File: config.mk
export PLATFORM = sky130hd
export DESIGN_NAME = exec_prio_resolver
export DESIGN_NICKNAME = d
export VERILOG_FILES = /design/src/rtl/prio_pkg.sv /design/src/rtl/prio_ctl.sv /design/src/rtl/prio_dp.sv /design/src/rtl/exec_prio_resolver.sv
export SDC_FILE = /design/constraint.sdc
export NUM_CORES = 1
export LEC_CHECK = 0
export BUFFER_PORTS_ARGS = -buffer_cell sky130_fd_sc_hd__buf_2
export CAP_MARGIN = 0
export CELL_PAD_IN_SITES_DETAIL_PLACEMENT = 1
export CELL_PAD_IN_SITES_GLOBAL_PLACEMENT = 2
export CORE_ASPECT_RATIO = 1.75
export CORE_MARGIN = 1.5
export CORE_UTILIZATION = 31
export DETAILED_ROUTE_END_ITERATION = 12
export GPL_ROUTABILITY_DRIVEN = 0
export HOLD_SLACK_MARGIN = 0.12
export PLACE_DENSITY_LB_ADDON = 0.08
export SYNTH_ARGS = -nofsm -noshare
export SYNTH_HDL_FRONTEND = slang
export SYNTH_SLANG_ARGS = --single-unit
File: constraint.sdc
create_clock -name clk -period 1 [get_ports clk]
set_clock_uncertainty 0.2 [all_clocks]
set_input_delay 0.1 -clock clk [delete_from_list [all_inputs] [get_ports clk]]
set_output_delay 0.1 -clock clk [all_outputs]
set_load 0.02 [all_outputs]
File: src/rtl/prio_pkg.sv
package prio_pkg;

  typedef enum logic [1:0] {
    KIND_PROG  = 2'd0,
    KIND_NMI   = 2'd1,
    KIND_HF    = 2'd2,
    KIND_RESET = 2'd3
  } pendKind_e;

  // Strobes from control to datapath
  typedef struct packed {
    logic secExt;      // security extension present
    logic nsActive;    // non-secure mask copies take part
    logic reduceNs;    // non-secure priorities are squeezed
    logic nsFaultFull; // non-secure fault mask reaches -1
    logic blockNsHf;   // non-secure HardFault may not preempt
    logic secHfHigh;   // secure HardFault sits at -3
    logic pendUseNs;   // pending exception uses non-secure bank
    logic escUseNs;    // escalation uses non-secure HardFault
  } ctlStrobes_t;

endpackage

File: src/rtl/prio_ctl.sv
module prio_ctl
  import prio_pkg::*;
#(
  parameter int SEC_EXT = 1
) (
  input  logic        nsReduce,
  input  logic        nsOwnsFaults,
  input  logic        pendSecure,
  input  logic        escSecure,
  output ctlStrobes_t strb
);
  localparam logic HAS_SEC = (SEC_EXT != 0);

  always_comb begin
    strb.secExt      = HAS_SEC;
    strb.nsActive    = HAS_SEC;
    strb.reduceNs    = HAS_SEC & nsReduce;
    strb.nsFaultFull = HAS_SEC & nsOwnsFaults;
    strb.blockNsHf   = HAS_SEC & ~nsOwnsFaults;
    strb.secHfHigh   = HAS_SEC & nsOwnsFaults;
    strb.pendUseNs   = HAS_SEC & ~pendSecure;
    strb.escUseNs    = HAS_SEC & ~escSecure;
  end
endmodule

File: src/rtl/prio_dp.sv
module prio_dp
  import prio_pkg::*;
#(
  parameter int PW = 8,
  parameter int GW = 3,
  localparam int EW = PW + 2
) (
  input  logic                 clk,
  input  logic                 rst_n,
  input  ctlStrobes_t          strb,
  input  logic [PW-1:0]        basepriS,
  input  logic [PW-1:0]        basepriNs,
  input  logic                 primaskS,
  input  logic                 primaskNs,
  input  logic                 faultmaskS,
  input  logic                 faultmaskNs,
  input  logic [GW-1:0]        prigroupS,
  input  logic [GW-1:0]        prigroupNs,
  input  logic                 activeValid,
  input  logic signed [EW-1:0] activePrio,
  input  logic                 pendValid,
  input  pendKind_e            pendKind,
  input  logic [PW-1:0]        pendPrio,
  input  logic                 escReq,
  output logic signed [EW-1:0] execPrio,
  output logic                 preempt,
  output logic                 escTake,
  output logic                 lockup
);
  localparam logic signed [EW-1:0] NOPRIO  = EW'(1 << PW);
  localparam logic signed [EW-1:0] HALF    = EW'(1 << (PW - 1));
  localparam logic signed [EW-1:0] ZERO    = '0;
  localparam logic signed [EW-1:0] PRIO_M1 = EW'(-1);
  localparam logic signed [EW-1:0] PRIO_M2 = EW'(-2);
  localparam logic signed [EW-1:0] PRIO_M3 = EW'(-3);
  localparam logic signed [EW-1:0] PRIO_M4 = EW'(-4);

  function automatic logic [PW-1:0] grpMask(input logic [GW-1:0] g);
    logic [PW-1:0] m;
    m = ({PW{1'b1}} << g) << 1;
    return m;
  endfunction

  function automatic logic [PW-1:0] squeeze(input logic [PW-1:0] v);
    return {1'b1, v[PW-1:1]};
  endfunction

  function automatic logic signed [EW-1:0] toS(input logic [PW-1:0] v);
    return $signed({2'b00, v});
  endfunction

  logic signed [EW-1:0] runPrio, cand, pendGrp, secHfPrio, escHfPrio;
  logic [PW-1:0] nsBase, pendRaw;
  logic preemptN, lockupN;

  // Running minimum: threshold, then priority mask, then fault mask
  always_comb begin
    runPrio = activeValid ? activePrio : NOPRIO;
    if (basepriS != '0) begin
      cand = toS(basepriS & grpMask(prigroupS));
      if (cand < runPrio) runPrio = cand;
    end
    nsBase = strb.reduceNs ? squeeze(basepriNs) : basepriNs;
    cand = toS(nsBase & grpMask(prigroupNs));
    if (strb.nsActive && basepriNs != '0 && cand < runPrio) runPrio = cand;
    if (primaskS && ZERO < runPrio) runPrio = ZERO;
    cand = strb.reduceNs ? HALF : ZERO;
    if (strb.nsActive && primaskNs && cand < runPrio) runPrio = cand;
    if (faultmaskS && PRIO_M1 < runPrio) runPrio = PRIO_M1;
    cand = strb.nsFaultFull ? PRIO_M1 : (strb.reduceNs ? HALF : ZERO);
    if (strb.nsActive && faultmaskNs && cand < runPrio) runPrio = cand;
  end

  // Pending group priority and escalation target
  always_comb begin
    secHfPrio = strb.secHfHigh ? PRIO_M3 : PRIO_M1;
    pendRaw   = (strb.pendUseNs && strb.reduceNs) ? squeeze(pendPrio) : pendPrio;
    unique case (pendKind)
      KIND_PROG:  pendGrp = toS(pendRaw & grpMask(strb.pendUseNs ? prigroupNs : prigroupS));
      KIND_NMI:   pendGrp = PRIO_M2;
      KIND_HF:    pendGrp = strb.pendUseNs ? PRIO_M1 : secHfPrio;
      default:    pendGrp = strb.secExt ? PRIO_M4 : PRIO_M3;
    endcase
    preemptN  = pendValid && (pendGrp < runPrio) &&
                !(pendKind == KIND_HF && strb.pendUseNs && strb.blockNsHf);
    escHfPrio = strb.escUseNs ? PRIO_M1 : secHfPrio;
    lockupN   = escReq && (runPrio <= escHfPrio);
  end

  always_ff @(posedge clk or negedge rst_n) begin
    if (!rst_n) begin
      execPrio <= NOPRIO;
      preempt  <= 1'b0;
      escTake  <= 1'b0;
      lockup   <= 1'b0;
    end else begin
      execPrio <= runPrio;
      preempt  <= preemptN;
      escTake  <= escReq && !lockupN;
      lockup   <= lockupN;
    end
  end


  primask_s_chk: assert property (@(posedge clk) disable iff (!rst_n)
    $past(rst_n) && $past(primaskS) |-> execPrio <= ZERO);

  faultmask_s_chk: assert property (@(posedge clk) disable iff (!rst_n)
    $past(rst_n) && $past(faultmaskS) |-> execPrio <= PRIO_M1);

  preempt_src_chk: assert property (@(posedge clk) disable iff (!rst_n)
    preempt |-> $past(pendValid));

  ns_hf_block_chk: assert property (@(posedge clk) disable iff (!rst_n)
    $past(rst_n) && $past(pendKind == KIND_HF && strb.pendUseNs && strb.blockNsHf)
    |-> !preempt);

  esc_excl_chk: assert property (@(posedge clk) disable iff (!rst_n)
    !(lockup && escTake));

  esc_src_chk: assert property (@(posedge clk) disable iff (!rst_n)
    (lockup || escTake) |-> $past(escReq));
endmodule

File: src/rtl/exec_prio_resolver.sv
module exec_prio_resolver
  import prio_pkg::*;
#(
  parameter int SEC_EXT = 1,
  parameter int PW      = 8,
  parameter int GW      = 3,
  localparam int EW     = PW + 2
) (
  input  logic                 clk,
  input  logic                 rst_n,
  input  logic [PW-1:0]        basepriS,
  input  logic [PW-1:0]        basepriNs,
  input  logic                 primaskS,
  input  logic                 primaskNs,
  input  logic                 faultmaskS,
  input  logic                 faultmaskNs,
  input  logic [GW-1:0]        prigroupS,
  input  logic [GW-1:0]        prigroupNs,
  input  logic                 nsReduce,
  input  logic                 nsOwnsFaults,
  input  logic                 activeValid,
  input  logic signed [EW-1:0] activePrio,
  input  logic                 pendValid,
  input  logic [1:0]           pendKind,
  input  logic                 pendSecure,
  input  logic [PW-1:0]        pendPrio,
  input  logic                 escReq,
  input  logic                 escSecure,
  output logic signed [EW-1:0] execPrio,
  output logic                 preempt,
  output logic                 escTake,
  output logic                 lockup
);
  ctlStrobes_t strb;

  prio_ctl #(.SEC_EXT(SEC_EXT)) u_ctl (
    .nsReduce(nsReduce), .nsOwnsFaults(nsOwnsFaults),
    .pendSecure(pendSecure), .escSecure(escSecure), .strb(strb)
  );

  prio_dp #(.PW(PW), .GW(GW)) u_dp (
    .clk(clk), .rst_n(rst_n), .strb(strb),
    .basepriS(basepriS), .basepriNs(basepriNs),
    .primaskS(primaskS), .primaskNs(primaskNs),
    .faultmaskS(faultmaskS), .faultmaskNs(faultmaskNs),
    .prigroupS(prigroupS), .prigroupNs(prigroupNs),
    .activeValid(activeValid), .activePrio(activePrio),
    .pendValid(pendValid), .pendKind(pendKind_e'(pendKind)),
    .pendPrio(pendPrio), .escReq(escReq),
    .execPrio(execPrio), .preempt(preempt),
    .escTake(escTake), .lockup(lockup)
  );
endmodule

==> impl_metrics.tcl <==
set metrics [dict create \
    power.switching_fraction_pct 40.4 \
    fin_worst_hold_slack_ps 73.8 \
    p_sw_mw 2.25 \
    synth-seq-area-share_pct 12.0 \
    number_of_flops_mapped_to_enable_cells_by_yosys 0 \
    layout-drive-gt1-share_pct 56.6 \
    cts.root.buffer_cell "clkbuf_16" \
    drt-pass1-iter-count 4 \
    antenna_found_initial 1 \
    power_per_cell_area_mw_per_mm2 1060 \
    core-area_mm2 0.00861 \
    max_cap_viol_count 0 \
    critical-path-top-delay-family "compound AO/OA/AOI/OAI gates" \
    die_h_um 127 \
    synthesis.nets 438 \
    fin_ws_ps -7580 \
    grt_pass1_wl_um 20900 \
    port-buffer-count 66 \
    cp_data_arrival_time_ps 8560 \
    pwr-share-comb_pct 73.7 \
    post_synth_inst_count 344 \
    synth_warnings 0 \
    ys_ff_latch 13 \
    synth_top_flop_cell "dfrtp_1" \
    synthesis.area_per_instance_um2 7.94 \
    hold_viol 0 \
    hold_path.class "in -> async" \
    ir_worst_vdd_v 0.000730 \
    drt_drc_violations_left 0 \
    path_class "in -> reg" \
    netlist.top_cell.by_area "ha_1" \
    clk_pin_slew_ps 50 \
    synth_async_sr_flop_share_pct 100 \
    finalWorstPathRequiredPeriod_ps 8580 \
    grt_most_used_layer "met2" \
    most-common-layout-cells "buf_4, buf_2, buf_6, ha_1, nand2_1" \
    path_common_cell "a21o_1" \
    finish.instance_area_mm2 0.00526 \
    grt_setup_unrepaired "true" \
    ioPinCount 68 \
    die-area_mm2 0.00941 \
    rows 45 \
    die_width_um 74.0 \
    power_leakage_nw 2.56 \
    worst-endpoint-required_ps 980 \
    worstSetupStartpointType "primary input" \
    max_clock_freq_ghz 0.117 \
    violations_in_the_final_reports "setup timing" \
    crit_path_end_kind "flop" \
    detail_route.vias_per_cell 5.39 \
    cts.hold.buffers_added 3 \
    finalNetCount 692 \
    netlist_top_cells_area "ha_1, dfrtp_1, mux2i_1" \
    use_met1_pct 23.2 \
    cts_tree "built" \
    via_count_of_the_first_global_routing_pass 4286 \
    floorplan.initialDensity_pct 31.7 \
    min_period_over_period_pct 858 \
    yosys.cell_types.count 69 \
    grt_use_met3_pct 3.00 \
    pwr-share-seq_pct 12.4 \
    grt_usage_pct 29.5 \
    wl_per_cell_um 19.5 \
    buffers_plus_inverters_on_the_worst_setup_path 3 \
    antenna_violating_nets_post_route 0 \
    drtIter0Drc 77 \
    syn_to_final_growth_pct 92.7 \
    clock_power_share_pct 13.9 \
    highest_net_fanout_along_the_worst_path 7 \
    numClockSinks 13 \
    placement.cell_area_mm2 0.00446 \
    worst_slew_pin_slew_ps 561 \
    worst_path_max_delay_cell "a2111oi_4" \
    buffer_depth_of_the_longest_clock_path 2 \
    maxSlewViolCount 0 \
    setup_viol 26 \
    internal_power_mw 3.33 \
    post-synth-top-area-fraction_pct 17.9 \
    hpwl_um 10600 \
    synthesis.area_mm2 0.00273 \
    globalRouteOverflowTotal 0 \
    total_wirelength_um 14000 \
    tritoncts.num_buffers 3 \
    via_count 3856 \
    most_common_library_cell_in_the_layout_ignoring_fill_and_taps "buf_4" \
    stage_delay_of_the_slowest_cell_on_the_critical_path_ps 410 \
    run_status "finished, violations left" \
    pin_count_of_the_biggest_net_entering_global_routing 14 \
    worst_slew_margin_rel_pct 62.2 \
    gr-usage-met2_pct 60.8 \
    cts.htree.levels 1 \
]
-- final timing paths --
path	slack (ps)	endpoint	from	cells past startpoint
worst max-delay path	-7580	u_dp.preempt$_DFF_PN0_	prigroupS[2]	49
worst min-delay path	70	u_dp.lockup$_DFF_PN0_	rst_n	2
max in group asynchronous	240	u_dp.execPrio[8]$_DFF_PN1_	rst_n	2
min in group clk	250	u_dp.preempt$_DFF_PN0_	pendSecure	5
-- through the flow --
stage	power [mW]	utilization (%)	setup slack, ps	TNS (ps)	std cells
2_1_floorplan	2.36	-	-7400	-78980	344
3_3_place_gp	3.70	51.8	-7570	-82820	668
3_5_place_dp	3.84	51.8	-7870	-85440	668
4_1_cts	5.19	58.9	-7310	-81510	706
5_1_grt	5.90	61.1	-8030	-88720	714
6_report	5.59	61.1	-7580	-82730	715
-- sequential cells by signal, summed over array words and instances, names as in the netlist --
| signal | count |
|---|---|
| u_dp.escTake | 1 |
| u_dp.lockup | 1 |
| u_dp.execPrio | 10 |
| u_dp.preempt | 1 |
-- cell usage after synthesis, types with 3 or more instances --
master,count
a31oi_1,5
o21ai_0,29
o22ai_1,5
inv_1,20
a32oi_1,3
a21o_1,11
dfrtp_1,12
mux2_2,3
nand2_1,30
and2_1,7
o211ai_1,4
nor3_1,5
clkbuf_1,5
nor2_1,21
or4_1,5
nand4_1,5
or3_1,5
nor2b_1,7
a21oi_1,14
and3_1,4
o21a_1,13
a211oi_1,4
mux2i_1,15
a21boi_0,3
nand2b_1,6
buf_2,4
ha_1,39
nand3_1,8
-- logic make-up (layout without fill, tap and decap cells) --
kind of cell | after synthesis | count (layout) | share of synthesized area [%]
AOI/OAI and AO/OA | 122 | 122 | 33.2
and+or+nand+nor | 119 | 119 | 24.8
other | 0 | 1 | 0
muxes | 18 | 18 | 6.73
adders and majority gates | 39 | 39 | 17.9
DFF | 13 | 13 | 12.0
buffers and inverters | 33 | 286 | 5.41
-- routing by layer --
metal	routed length (um)	vias up
li1	-	1822
met1	4080	1888
met2	8550	96
met3	288	50
met4	1050	0
met5	0	-
-- final cells by class --
type	instances	area (um2)
clock buffer	3	75.1
antenna	1	2.50
fill	1054	3350
sequential	13	327
clock inverter	1	5.00
inverter	21	78.8
tap	117	146
timing repair buffer	261	1980
multi-input combinational	298	2650
-- power by group through the flow --
stage | sequential [mW] | clock, mW | combinational (mW)
after floorplan | 0.802 | 0 | 1.56
after global placement | 0.659 | 0 | 3.04
after detailed placement | 0.662 | 0 | 3.17
after CTS | 0.681 | 0.764 | 3.75
after global routing | 0.701 | 0.804 | 4.40
final | 0.695 | 0.777 | 4.11
-- what timing repair did --
| item | 4_1_cts | 5_1_grt |
|---|---|---|
| gates resized for setup | 66 | 30 |
| pin swaps | 22 | 38 |
| gates cloned | 0 | 0 |
| setup endpoints to repair | 26 | 26 |
| buffers inserted | 32 | 13 |
| hold endpoints to repair | 16 | 12 |
Power figures use the tool's default switching activity.
